**config.mk**
```make
export PLATFORM = sky130hd
export DESIGN_NAME = fs_mode_detect
export DESIGN_NICKNAME = d
export VERILOG_FILES = /design/src/rtl/fsd_pkg.sv /design/src/rtl/fsd_edge_sync.sv /design/src/rtl/fsd_period_ctr.sv /design/src/rtl/fsd_band_classify.sv /design/src/rtl/fsd_track_fsm.sv /design/src/rtl/fs_mode_detect.sv
export SDC_FILE = /design/constraint.sdc
export NUM_CORES = 1
export LEC_CHECK = 0
export BUFFER_PORTS_ARGS = -buffer_cell sky130_fd_sc_hd__buf_2
export CAP_MARGIN = 10
export CORE_ASPECT_RATIO = 1.5
export CORE_MARGIN = 3
export CORE_UTILIZATION = 40
export DETAILED_ROUTE_END_ITERATION = 10
export GPL_ROUTABILITY_DRIVEN = 0
export GPL_TIMING_DRIVEN = 0
export PLACE_DENSITY_LB_ADDON = 0.05
export SETUP_SLACK_MARGIN = 0.2
export SYNTH_ARGS = -nofsm -noshare
export SYNTH_HDL_FRONTEND = slang
export SYNTH_SLANG_ARGS = --single-unit
```
**constraint.sdc**
```tcl
create_clock -name clk_i -period 7.7 [get_ports clk_i]
set_input_delay 0 -clock clk_i [delete_from_list [all_inputs] [get_ports clk_i]]
set_output_delay 0 -clock clk_i [all_outputs]
set_load 0.01 [all_outputs]
```
**src/rtl/fsd_pkg.sv**
```systemverilog
package fsd_pkg;
    typedef enum logic [1:0] {
        SPD_NONE   = 2'b00,
        SPD_SINGLE = 2'b01,
        SPD_DOUBLE = 2'b10,
        SPD_QUAD   = 2'b11
    } speed_e;

    typedef enum logic [1:0] {
        TRK_ARM   = 2'b00,
        TRK_FIRST = 2'b01,
        TRK_TRACK = 2'b10
    } trk_state_e;

    localparam int MULT_W = 9;
endpackage

```
**src/rtl/fsd_edge_sync.sv**
```systemverilog
module fsd_edge_sync #(
    parameter int STAGES = 2
) (
    input  logic clk_i,
    input  logic rst_ni,
    input  logic async_i,
    output logic rise_o
);
    logic [STAGES-1:0] chain_q;
    logic              last_q;

    generate
        if (STAGES == 1) begin : g_one
            always_ff @(posedge clk_i or negedge rst_ni) begin
                if (!rst_ni) chain_q <= '0;
                else         chain_q <= async_i;
            end
        end else begin : g_many
            always_ff @(posedge clk_i or negedge rst_ni) begin
                if (!rst_ni) chain_q <= '0;
                else         chain_q <= {chain_q[STAGES-2:0], async_i};
            end
        end
    endgenerate

    always_ff @(posedge clk_i or negedge rst_ni) begin
        if (!rst_ni) last_q <= 1'b0;
        else         last_q <= chain_q[STAGES-1];
    end

    assign rise_o = chain_q[STAGES-1] & ~last_q;
endmodule

```
**src/rtl/fsd_period_ctr.sv**
```systemverilog
module fsd_period_ctr #(
    parameter int LIMIT = 820,
    parameter int W     = $clog2(LIMIT + 2)
) (
    input  logic         clk_i,
    input  logic         rst_ni,
    input  logic         rise_i,
    output logic [W-1:0] period_o,
    output logic         timeout_o
);
    localparam logic [W-1:0] LIM_C = W'(LIMIT);

    logic [W-1:0] cnt_q;

    always_ff @(posedge clk_i or negedge rst_ni) begin
        if (!rst_ni)         cnt_q <= '0;
        else if (rise_i)     cnt_q <= '0;
        else if (!timeout_o) cnt_q <= cnt_q + 1'b1;
    end

    // Saturated count marks a frame clock slower than the slowest band.
    assign timeout_o = (cnt_q >= LIM_C);
    assign period_o  = cnt_q + 1'b1;

    AST_CNT_BOUNDED: assert property (@(posedge clk_i) disable iff (!rst_ni)
        cnt_q <= LIM_C);
endmodule

```
**src/rtl/fsd_band_classify.sv**
```systemverilog
module fsd_band_classify
    import fsd_pkg::*;
#(
    parameter int W     = 10,
    parameter int QS_LO = 113,
    parameter int QS_HI = 205,
    parameter int DS_LO = 227,
    parameter int DS_HI = 410,
    parameter int SS_LO = 455,
    parameter int SS_HI = 820
) (
    input  logic [W-1:0] period_i,
    output speed_e       band_o
);
    localparam logic [W-1:0] QS_LO_C = W'(QS_LO);
    localparam logic [W-1:0] QS_HI_C = W'(QS_HI);
    localparam logic [W-1:0] DS_LO_C = W'(DS_LO);
    localparam logic [W-1:0] DS_HI_C = W'(DS_HI);
    localparam logic [W-1:0] SS_LO_C = W'(SS_LO);
    localparam logic [W-1:0] SS_HI_C = W'(SS_HI);

    always_comb begin
        if (period_i >= QS_LO_C && period_i <= QS_HI_C)      band_o = SPD_QUAD;
        else if (period_i >= DS_LO_C && period_i <= DS_HI_C) band_o = SPD_DOUBLE;
        else if (period_i >= SS_LO_C && period_i <= SS_HI_C) band_o = SPD_SINGLE;
        else                                                 band_o = SPD_NONE;
    end
endmodule

```
**src/rtl/fsd_track_fsm.sv**
```systemverilog
module fsd_track_fsm
    import fsd_pkg::*;
(
    input  logic   clk_i,
    input  logic   rst_ni,
    input  logic   rise_i,
    input  logic   timeout_i,
    input  speed_e band_i,
    output speed_e mode_o,
    output logic   oor_o
);
    trk_state_e state_q, state_d;
    speed_e     cand_q, mode_q;
    logic       oor_q;

    // Next state: timeout wins over an edge in the same cycle.
    always_comb begin
        state_d = state_q;
        if (timeout_i) begin
            state_d = TRK_ARM;                      // ANY_TIMEOUT
        end else if (rise_i) begin
            unique case (state_q)
                TRK_ARM:   state_d = TRK_FIRST;     // ARM_TO_FIRST
                TRK_FIRST: state_d = TRK_TRACK;     // FIRST_TO_TRACK
                TRK_TRACK: state_d = TRK_TRACK;     // TRACK_STAY
                default:   state_d = TRK_ARM;
            endcase
        end
    end

    always_ff @(posedge clk_i or negedge rst_ni) begin
        if (!rst_ni) state_q <= TRK_ARM;
        else         state_q <= state_d;
    end

    always_ff @(posedge clk_i or negedge rst_ni) begin
        if (!rst_ni) begin
            cand_q <= SPD_NONE;
            mode_q <= SPD_NONE;
            oor_q  <= 1'b0;
        end else if (timeout_i) begin
            oor_q <= 1'b1;
        end else if (rise_i) begin
            unique case (state_q)
                TRK_ARM: begin
                end
                TRK_FIRST: cand_q <= band_i;
                TRK_TRACK: begin
                    cand_q <= band_i;
                    if (band_i == cand_q) begin
                        if (band_i == SPD_NONE) begin
                            oor_q <= 1'b1;
                        end else begin
                            mode_q <= band_i;
                            oor_q  <= 1'b0;
                        end
                    end
                end
                default: cand_q <= SPD_NONE;
            endcase
        end
    end

    assign mode_o = mode_q;
    assign oor_o  = oor_q;

    AST_MODE_ONLY_ON_EDGE: assert property (@(posedge clk_i) disable iff (!rst_ni)
        (!rise_i && !timeout_i) |=> ($stable(mode_q) && $stable(oor_q)));
    AST_TIMEOUT_FLAGS: assert property (@(posedge clk_i) disable iff (!rst_ni)
        timeout_i |=> oor_q);
    AST_MODE_HELD: assert property (@(posedge clk_i) disable iff (!rst_ni)
        (mode_q != SPD_NONE) |=> (mode_q != SPD_NONE));
endmodule

```
**src/rtl/fs_mode_detect.sv**
```systemverilog
module fs_mode_detect
    import fsd_pkg::*;
#(
    parameter int REF_HZ      = 24_576_000,
    parameter int SS_MIN_HZ   = 30_000,
    parameter int SS_MAX_HZ   = 54_000,
    parameter int DS_MIN_HZ   = 60_000,
    parameter int DS_MAX_HZ   = 108_000,
    parameter int QS_MIN_HZ   = 120_000,
    parameter int QS_MAX_HZ   = 216_000,
    parameter int SYNC_STAGES = 2
) (
    input  logic              clk_i,
    input  logic              rst_ni,
    input  logic              frame_clk_i,
    input  logic              standalone_i,
    input  logic [1:0]        fmode_i,
    output logic [1:0]        speed_o,
    output logic              out_of_range_o,
    output logic [MULT_W-1:0] mclk_mult_o
);
    // Period limits in reference cycles: floor for short, ceiling for long.
    localparam int QS_LO = REF_HZ / QS_MAX_HZ;
    localparam int QS_HI = (REF_HZ + QS_MIN_HZ - 1) / QS_MIN_HZ;
    localparam int DS_LO = REF_HZ / DS_MAX_HZ;
    localparam int DS_HI = (REF_HZ + DS_MIN_HZ - 1) / DS_MIN_HZ;
    localparam int SS_LO = REF_HZ / SS_MAX_HZ;
    localparam int SS_HI = (REF_HZ + SS_MIN_HZ - 1) / SS_MIN_HZ;
    localparam int CNT_W = $clog2(SS_HI + 2);

    logic             rise;
    logic             timeout;
    logic [CNT_W-1:0] period;
    speed_e           band;
    speed_e           auto_mode;
    logic             auto_oor;
    speed_e           sel_speed;
    logic             sel_oor;
    logic [MULT_W-1:0] sel_mult;

    fsd_edge_sync #(.STAGES(SYNC_STAGES)) u_sync (
        .clk_i   (clk_i),
        .rst_ni  (rst_ni),
        .async_i (frame_clk_i),
        .rise_o  (rise)
    );

    fsd_period_ctr #(.LIMIT(SS_HI), .W(CNT_W)) u_ctr (
        .clk_i     (clk_i),
        .rst_ni    (rst_ni),
        .rise_i    (rise),
        .period_o  (period),
        .timeout_o (timeout)
    );

    fsd_band_classify #(
        .W(CNT_W), .QS_LO(QS_LO), .QS_HI(QS_HI), .DS_LO(DS_LO),
        .DS_HI(DS_HI), .SS_LO(SS_LO), .SS_HI(SS_HI)
    ) u_cls (
        .period_i (period),
        .band_o   (band)
    );

    fsd_track_fsm u_fsm (
        .clk_i     (clk_i),
        .rst_ni    (rst_ni),
        .rise_i    (rise),
        .timeout_i (timeout),
        .band_i    (band),
        .mode_o    (auto_mode),
        .oor_o     (auto_oor)
    );

    // Override only in control mode; auto when strapped or field is 00.
    always_comb begin
        if (standalone_i || fmode_i == 2'b00) begin
            sel_speed = auto_mode;
            sel_oor   = auto_oor;
        end else begin
            sel_speed = speed_e'(fmode_i);
            sel_oor   = 1'b0;
        end
        unique case (sel_speed)
            SPD_NONE: sel_mult = MULT_W'(0);
            SPD_QUAD: sel_mult = MULT_W'(128);
            default:  sel_mult = MULT_W'(256);
        endcase
    end

    always_ff @(posedge clk_i or negedge rst_ni) begin
        if (!rst_ni) begin
            speed_o        <= 2'b00;
            out_of_range_o <= 1'b0;
            mclk_mult_o    <= '0;
        end else begin
            speed_o        <= sel_speed;
            out_of_range_o <= sel_oor;
            mclk_mult_o    <= sel_mult;
        end
    end

    AST_FORCED_MODE: assert property (@(posedge clk_i) disable iff (!rst_ni)
        (!standalone_i && fmode_i != 2'b00) |=> (speed_o == $past(fmode_i) && !out_of_range_o));
    AST_STRAP_AUTO: assert property (@(posedge clk_i) disable iff (!rst_ni)
        standalone_i |=> (speed_o == $past(auto_mode) && out_of_range_o == $past(auto_oor)));
    AST_QUAD_MULT: assert property (@(posedge clk_i) disable iff (!rst_ni)
        (speed_o == 2'b11) |-> (mclk_mult_o == 9'd128));
    AST_LOW_MULT: assert property (@(posedge clk_i) disable iff (!rst_ni)
        (speed_o == 2'b01 || speed_o == 2'b10) |-> (mclk_mult_o == 9'd256));
endmodule

```
-- Word-level counts from Yosys, hierarchy flattened
Cells that the tools add are included.
- bits in registers: 32
- input bits: 6
- output and inout port bits: 12
- word-level logic and storage cells: 60
- $add $sub $neg: 1
- magnitude comparators: 7
- equality and inequality tests: 5
- muxes and demuxes: 17
- bitwise logic cells: 5
- reduce and logical (&&, ||, !) cells: 15
- operator list (cell ; number):
    $mux 10 ; 2
    $pmux 9 s2 ; 1
    $add 10x1->10 const B ; 1
    $ge 10x10->1 const B ; 1
    $ge 10x7->1 const B ; 1
    $ge 10x8->1 const B ; 1
    $ge 10x9->1 const B ; 1
    $le 10x10->1 const B ; 1
    $le 10x8->1 const B ; 1
    $le 10x9->1 const B ; 1
    $mux 2 ; 5
    $logic_not 2->1 ; 4
    $pmux 2 s2 ; 2
    $mux 1 ; 7
    $reduce_and 3->1 ; 2
    $reduce_bool 2->1 ; 3
    $reduce_and 5->1 ; 1
    $eq 2x2->1 const B ; 2
    $not 1->1 ; 4
    $logic_and 1x1->1 ; 3
    $eq 2x1->1 const B ; 1
    $eq 2x2->1 ; 1
    $ne 2x2->1 const B ; 1
    $reduce_or 2->1 ; 1
    other kinds (2) ; 2

-- Depth between registers and ports, before layout
Gate-level depths: netlist (run 1).
- depth after elaboration: 12
- depth in mapped cells: 10
- gate-level depth less buffers: 9

-- Hierarchy
Synthesis (run 1) repeated with hierarchy kept, for this count alone.
- cells, all modules: 177
- area total of the unflattened synthesis: 1662.8 um2
- by module, submodules not included (module ; times used ; cells each ; area an instance (um2) ; seq. area each (um2)):
    fsd_period_ctr ; 1 ; 86 ; 783.3 ; 250.2
    fsd_track_fsm ; 1 ; 42 ; 407.9 ; 175.2
    fs_mode_detect ; 1 ; 21 ; 234.0 ; 125.1
    fsd_band_classify ; 1 ; 24 ; 148.9 ; 0.0
    fsd_edge_sync ; 1 ; 4 ; 88.8 ; 75.1

-- Least setup slack after synthesis (run 1)
Ideal clock, no wire load.
- kind: register to register
- start: reg u_ctr.cnt_q[0]
- end: reg u_fsm.oor_q (netlist: u_fsm.oor_o)
- library setup time: 0.073 ns
- data arrival time: 2.385 ns
- data required time: 7.627 ns
- path slack: 5.242 ns
- cell stages (with the launch flop): 10
- buffers on the path: 0
- period minus slack after synthesis: 2.458 ns
- cells stage by stage: dfrtp_1 -> inv_1 -> ha_1 -> nor2b_1 -> o21ai_0 -> a221oi_1 -> o41a_1 -> or3_1 -> a311oi_2 -> a2bb2oi_2
- word-level cells in the longest chain between the ends: 12
- elaborated cells on any way between the ends: 25
- classes of those cells: add/sub: 1; order compare: 7; eq/ne: 1; mux: 8; reduce/logical: 8
- RTL lines (what ; line ; source):
    start, declared ; fsd_period_ctr.sv:13 ; logic [W-1:0] cnt_q;
    start signal, assigned ; fsd_period_ctr.sv:18 ; else if (!timeout_o) cnt_q <= cnt_q + 1'b1;
    $add 10x1->10 ; fsd_period_ctr.sv:23 ; assign period_o = cnt_q + 1'b1;
    $ge 10x9->1 / $le 10x10->1 (equally long branches) ; fsd_band_classify.sv:25 ; else if (period_i >= SS_LO_C && period_i <= SS_HI_C) band_o = SPD_SINGLE;
    $logic_and 1x1->1 ; fsd_band_classify.sv:25 ;
    $mux 1 ; fsd_band_classify.sv:25 ;
    $mux 2 ; fsd_band_classify.sv:24 ; else if (period_i >= DS_LO_C && period_i <= DS_HI_C) band_o = SPD_DOUBLE;
    $mux 2 ; fsd_band_classify.sv:23 ; if (period_i >= QS_LO_C && period_i <= QS_HI_C) band_o = SPD_QUAD;
    $logic_not 2->1 ; fsd_track_fsm.sv:51 ; if (band_i == SPD_NONE) begin
    $mux 1 ; fsd_track_fsm.sv:51 ;
    $mux 1 ; fsd_track_fsm.sv:50 ; if (band_i == cand_q) begin
    $mux 1 ; fsd_track_fsm.sv:44 ; unique case (state_q)
    $mux 1 ; fsd_track_fsm.sv:43 ; end else if (rise_i) begin
    $mux 1 ; fsd_track_fsm.sv:41 ; end else if (timeout_i) begin
    end signal, assigned ; fsd_track_fsm.sv:40 ; oor_q <= 1'b0;
    end signal, assigned ; fsd_track_fsm.sv:42 ; oor_q <= 1'b1;
    end signal, assigned ; fsd_track_fsm.sv:52 ; oor_q <= 1'b1;
    end, declared ; fsd_track_fsm.sv:14 ; logic oor_q;
Several ways; a longest one is shown, not always the timed one. The select of a mux whose other input is x is not followed.
A chain may end at the register's enable or synchronous reset.

-- Final worst setup path (run 1)
Same ends and word-level chain as after synthesis.

==> impl_results.md, run 1 <==
* Setup TNS at 0 ps
* R2r setup slk at 4870 ps
* Initial Util at 0.418
* Post-synth top area share at 0.329
* Clk pin slew, worst setup/hold paths at 90 ps
* LEAKAGE at 0.000956 uW
* Drt wl/cell at about 15 um
* Detailed-route via count at around 1,700
* Final count of pins violating max slew at 0
* Critical Path End Type: register
* Final period util at 0.368
* Yosys warning count at 0
* Distinct cells, synth at 53
* Initial antenna violation count at 0
* I/O pin count at 18
* F_max at about 0.35 GHz
* Std cell rows at 30
* Startpoint Class: register
* Post-Place Cell Area at 2050 um2
* Max cap viols at 0
* Cell area after synthesis at 1900 um2
* Pwr per Cell Area at 185 nW/um2
* EDFF count, synth at 0
* Most common cell after layout, fill and taps aside: dfrtp_1
* Syn Area/Cell at 8.19 um2
* Unrepaired setup endpoints after global routing: no
* Root Buffer: clkbuf_8
* Longest Clk Path Bufs at 2
* Synth-to-Final Area Change at 12.0%
* TritonRoute pass-1 iters at 4
* Chip width at 62.3 um
* Crit-path max FO at 11
* Setup CP Type: reg -> reg
* Core Util, Final at 0.469
* Diode count at 0
* Die height at 90.4 um
* Commonest non-fill, non-tap cells in the layout: 25 x dfrtp_1, 24 x nor2_1, 19 x nand2_1, 17 x buf_2, 14 x o21ai_0
* Number of vias per cell at 5.42
* CTS sink count at 25
* Vias in the first global route at 1,733
* Gate Count Post-Synth at 232
* Yosys top cell by area: dfrtp_1
* Post-DRT Antenna Nets at 0
* Actual slew at the worst max-slew pin at 528 ps
* Core area at about 4500 um2
* Fillers at 473
* Htree depth at 1
* Die area at 5630 um2
* Fin area at 2130 um2
* Status: completed
* Final nets at 269
* Largest net degree at the start of global routing at 26
* Final hold violation count at 0
* Reg area at roughly 630 um2
* Post-DP HPWL at around 3600 um
* Clk_lat worst skew at 270 ps
* Final setup fails at 0
* Gr usage total at 0.176
* GRT Residual Overflow at 0
* I/O Buffers at 10
* DP Cell Count at 312
* Post-Route Skew at 6.99 ps
* CTS tree: yes
* Multi-input gate area at 1110 um2
* Post-route DRC at 0
* Global-route wire length before repair at 8060 um
* Largest cells by area after synthesis: dfrtp_1 33%, nor2_1 4.7%, ha_1 4.6%, nand2_1 3.8%, o21ai_0 3.7%
* CP arrival at 3040 ps
* Required time of the critical path at ~8000 ps
* Ys flop type: dfrtp_1
* Slew headroom at 0.639
* Non-Filler Instances at 319
* Tightest Hold Check Type: in -> reg
* Ys async rst share at 1.00
* DRC marker count from the first detailed-route iteration at 88
* Cts bufs inserted at 3
* Sequential share of the synthesized area at 0.329
* Total routed wirelength at 4760 um
* Layout cells sized above 1 at 0.145
* Synthesized flop and latch total at 25
* Peak VDD IR at 0.110 mV
* Cts repair resizes at 0
* Tmin final at 2830 ps
## per-stage QoR
stage          hold slack (ps)  power, uW  setup WS (ps)
2_1_floorplan             -296        273           5240
3_3_place_gp              24.1        316           4920
3_5_place_dp              26.9        318           4920
4_1_cts                   20.5        396           4890
5_1_grt                   46.2        424           4640
6_report                  14.2        394           4870
## report_power, final
part	internal, uW	total [uW]	switching, uW	leakage (uW)
registers	148	161	12.6	0.000323
logic	62.3	157	95.0	0.000610
clock network	37.0	76.4	39.4	0.0000228
total	247	394	147	0.000956
## cells by family after synthesis
family,after synthesis,synth area share
and+or+nand+nor,93,0.250
AOI/OAI and AO/OA,63,0.228
buffers and inverters,35,0.0994
DFF,25,0.329
xor gates and xnor gates,8,0.0448
adders and majority gates,7,0.0461
other,1,0.00197
## worst max-delay path, stage by stage (launching register included)
cell and delay [ps]:
dfrtp_1 560, inv_1 170, ha_1 330, nor2b_1 170
o21ai_0 210, a221oi_1 110, o41a_1 490, or3_1 340
a311oi_2 240, a2bb2oi_2 160
## cell usage after synthesis (3+ instances only)
master    instances
dfrtp_1          25
o21ai_0          14
nand2_1          19
o211ai_1          3
nand3_1           7
ha_1              7
a21oi_1          12
nand4_1           5
nor2_1           24
nand2b_1          4
buf_2             7
or3_1             3
nor3_1            8
xnor2_1           4
nor2b_1           8
clkbuf_1          7
o21ai_1           3
a32oi_1           3
inv_1             9
buf_4             9
o22ai_1           4
a21o_1            3
and4_1            3
nand3b_1          3
## per-layer routing
| metal | part of all wire | global-route usage | routed length [um] | vias up |
|---|---|---|---|---|
| met5 | 0 | 0 | 0 | - |
| li1 | - | - | - | 852 |
| met4 | 0.056 | 0.114 | 265 | 0 |
| met3 | 0.021 | 0.0149 | 99 | 17 |
| met1 | 0.43 | 0.199 | 2030 | 822 |
| met2 | 0.50 | 0.313 | 2370 | 37 |
## worst paths after layout
path                                                   from                     endpoint  cells past startpoint
worst max-delay path             u_ctr.cnt_q[0]$_DFFE_PN0P_      u_fsm.oor_o$_DFFE_PN0P_                      9
worst min-delay path                             fmode_i[1]         speed_o[1]$_DFF_PN0_                      3
worst max register to register   u_ctr.cnt_q[0]$_DFFE_PN0P_      u_fsm.oor_o$_DFFE_PN0P_                      9
worst min register to register  u_sync.chain_q[0]$_DFF_PN0_  u_sync.chain_q[1]$_DFF_PN0_                      0
max in group asynchronous                            rst_ni   u_ctr.cnt_q[3]$_DFFE_PN0P_                      2
min in group asynchronous                            rst_ni   u_ctr.cnt_q[9]$_DFFE_PN0P_                      2
## final cells by class
class                           instances  share of cell area
Buffer                                 26              0.0729
Clock buffer                            4              0.0212
Inverter                                9              0.0159
Multi-Input combinational cell        178               0.521
Sequential cell                        25               0.294
Tap cell                               64              0.0376
Timing Repair Buffer                   13              0.0376
## timing repair
item	in CTS	in global routing
hold buffers	3	0
endpoints found under the hold margin	27	0
buffers inserted	0	0
## sequential cells by signal (all words and copies together) (netlist names)
signal	cells
speed_o	2
u_ctr.cnt_q	10
out_of_range_o	1
u_fsm.cand_q	2
u_fsm.oor_o	1
mclk_mult_o	2
u_fsm.mode_o	2
u_fsm.state_q	2
u_sync.last_q	1
u_sync.chain_q	2
Note: power is estimated with default switching activity, not from simulation.
==> inputs of run 2 (changes only) <==
ABC_AREA = 1   (was not set)
clock period = 2.7 ns   (was 7.7 ns; I/O delays follow)
==> run 2 against run 1 <==
Compared with the run above: synthesized cell count down 9.5%; final area down 15%; first-iteration DRC count down 50%; non-clock buffer count down 19; clock skew up 0.54 ps; fmax up 25%; sequential share of layout area up 5.2 points; power rose to 2.6 times the previous value; cell count down 13%; highest routed layer unchanged.
==> impl_results.md, run 2 <==
* I/O pin count at 18 (unchanged)
* Number of vias per cell at 4.98 (-8.1%)
* Count leader, synth: nand2_1
* Peak VDD IR at 0.345 mV (+210%)
* Syn Area/Cell at 7.64 um2 (-6.7%)
* Setup CP Type: reg -> reg
* Pwr per Cell Area at 557 nW/um2 (+200%)
* CP arrival at 2430 ps (-610 ps)
* Fin area at 1810 um2 (-15%)
* Flop pwr share at 0.469 (+0.062)
* GRT Residual Overflow at 0 (unchanged)
* Cts repair resizes at 0 (unchanged)
* Drt wl/cell at 12.8 um (-15%)
* Max cap viols at 0 (unchanged)
* Tightest Hold Check Type: in -> reg
* Distinct cells, synth at 26 (-51%)
* Gr usage total at 0.162 (-0.0145)
* Final period util at 0.839 (+0.471)
* Final count of pins violating max slew at 0 (unchanged)
* Post-route DRC at 0 (unchanged)
* Post-DRT Antenna Nets at 0 (unchanged)
* Yosys warning count at 0 (unchanged)
* Detailed-route via count at 1,374 (-20%)
* Htree depth at 1 (unchanged)
* I/O Buffers at 10 (unchanged)
* Root Buffer: clkbuf_8
* Required time of the critical path at 2870 ps (-5030 ps)
* Core Util, Final at 0.483 (+0.0142)
* Biggest register: u_ctr.cnt_q
* Post-Route Skew at 7.52 ps (+0.535 ps)
* Final nets at 247 (-8.2%)
* Cts bufs inserted at 3 (unchanged)
* Largest register FFs at 10 (unchanged)
* Ys async rst share at 1.00 (unchanged)
* Largest cells by area after synthesis: dfrtp_1 39%, nand2_1 9.8%, nand3_1 7.5%, inv_1 6.1%, ha_1 5.5%
* LEAKAGE at 0.000907 uW (-5.1%)
* Gate power share at 0.301 (-0.098)
* F_max at 0.441 GHz (+25%)
* Actual slew at the worst max-slew pin at 774 ps (+246 ps)
* CTS sink count at 25 (unchanged)
* Unrepaired setup endpoints after global routing: no
* Post-synth top area share at 0.390 (+0.0605)
* Clk pin slew, worst setup/hold paths at 100 ps (about the same)
* Global-route wire length before repair at 6220 um (-23%)
* Core area at 3750 um2 (-17%)
* Gate Count Post-Synth at 210 (-9.5%)
* Total routed wirelength at 3520 um (-26%)
* Synth cell count leaders: 42 x nand2_1, 26 x inv_1, 25 x dfrtp_1, 24 x nand3_1, 14 x nand2_2
* Final setup fails at 0 (unchanged)
* Pre-CTS setup slack at 493 ps (-4430 ps)
* Post-Place Cell Area at 1730 um2 (-16%)
* Clock Power Share at 0.230 (+0.036)
* Longest Clk Path Bufs at 2 (unchanged)
* Most common cell after layout, fill and taps aside: nand2_1
* Sequential share of the synthesized area at 0.390 (+0.0605)
* Tmin final at 2270 ps (-568 ps)
* Hold_ws at 57.5 ps (+43.2 ps)
* Post-DP HPWL at 2760 um (-24%)
* DRC marker count from the first detailed-route iteration at 44 (-50%)
* Initial Util at 0.428 (+0.00964)
* Diode count at 0 (unchanged)
* Final hold violation count at 0 (unchanged)
* Crit-path max FO at 7 (-4)
* CTS tree: yes
* Slew headroom at 0.481 (-0.158)
* Synth-to-Final Area Change at 12.8%
* Vias in the first global route at 1,495 (-14%)
* Initial antenna violation count at 0 (unchanged)
* Status: completed
* Chip width at 57.7 um (-7.3%)
* Final worst setup slack at 434 ps (-4430 ps)
* Cell area after synthesis at 1610 um2 (-16%)
* Std cell rows at 27 (-10%)
* Yosys top cell by area: dfrtp_1
* Critical Path End Type: register
* EDFF count, synth at 0 (unchanged)
* Startpoint Class: register
* Setup TNS at 0 ps (unchanged)
* Commonest non-fill, non-tap cells in the layout: 42 x nand2_1, 26 x inv_1, 25 x dfrtp_1, 24 x nand3_1, 14 x nand2_2
* Psw at 370 uW (+150%)
* Clk_lat worst skew at 270 ps (about the same)
* Die height at 83.6 um (-7.6%)
* Ys flop type: dfrtp_1
* Switch share at 0.367 (-0.00550)
* Layout cells sized above 1 at 0.236 (+0.0910)
* Largest net degree at the start of global routing at 26 (unchanged)
* Synthesized flop and latch total at 25 (unchanged)
* Cell-internal power at 638 uW (+160%)
* TritonRoute pass-1 iters at 4 (unchanged)
* Die area at 4830 um2 (-14%)
run 2: changes by cell type in the layout (fill, tap and decap cells not counted), moves of 7 or more:
cell and change:
nand2_2 +14, nor2_1 -11, clkbuf_1 -8, nor2b_1 -8
nand2_1 +23, nand3_1 +17, inv_1 +17, buf_2 -7
run 2: power by group through the flow:
| stage | Clock (uW) | Sequential (uW) | Combinational (uW) |
|---|---|---|---|
| detailed placement | 0 | 479 | 298 |
| global route | 255 | 479 | 345 |
| finish | 232 | 472 | 304 |
| CTS | 239 | 471 | 303 |
| global placement | 0 | 477 | 291 |
| floorplan | 0 | 473 | 219 |
run 2: cell type report:
class,count,area [um2]
timing repair buffer,13,80.1
clock inverter,1,7.51
multi-input combinational,151,826
inverter,33,124
clock buffer,3,41.3
buffer,7,52.6
fill,388,1940
tap,43,53.8
sequential,25,626
run 2: stage by stage:
stage          power (uW)  std cells
2_1_floorplan         692        216
3_3_place_gp          768        269
3_5_place_dp          778        269
4_1_cts              1010        276
5_1_grt              1080        276
6_report             1010        276
run 2: cell families after synthesis:
family | synth area share
buffers and inverters | 0.110
and+or+nand+nor | 0.345
DFF | 0.390
adders and majority gates | 0.0546
other | 0.00234
AOI/OAI and AO/OA | 0.0990
run 2: worst max-delay path, stage by stage (launching register included):
cell	delay [ps]
dfrtp_1	490
ha_1	290
nand2_2	120
nor2_4	150
nand2_1	80
nand2_2	90
inv_2	70
nor2_2	90
nand2_1	70
nand2_1	80
nand2_1	70
nand2_2	90
nand2_2	70
nand2_1	70
nand2_2	70
inv_2	70
nor2_1	40
nor2_1	90
nor2_1	50
run 2: timing repair:
item	in CTS	in global routing
buffers inserted	0	0
hold buffers	3	0
endpoints found under the hold margin	27	0
setup endpoints to repair	0	0
run 2: path summary, 6_finish.rpt:
kind                                                   from                           to  slack (ps)  depth (start not counted)
worst min register to register  u_sync.chain_q[0]$_DFF_PN0_  u_sync.chain_q[1]$_DFF_PN0_         360                          0
max in group asynchronous                            rst_ni  u_fsm.cand_q[0]$_DFFE_PN0P_        2080                          2
worst max register to register   u_ctr.cnt_q[1]$_DFFE_PN0P_      u_fsm.oor_o$_DFFE_PN0P_         430                         18
worst min-delay path                             fmode_i[1]         speed_o[1]$_DFF_PN0_          60                          3
min in group asynchronous                            rst_ni   u_ctr.cnt_q[2]$_DFFE_PN0P_         240                          2
worst max-delay path             u_ctr.cnt_q[1]$_DFFE_PN0P_      u_fsm.oor_o$_DFFE_PN0P_         430                         18
run 2: per-layer routing:
layer / global-route usage / up-vias / routed length [um]
met3: 0.0186 / 6 / 52
met5: 0 / - / 0
met1: 0.175 / 649 / 1440
met2: 0.297 / 13 / 1970
met4: 0.0781 / 0 / 55
li1: - / 706 / -
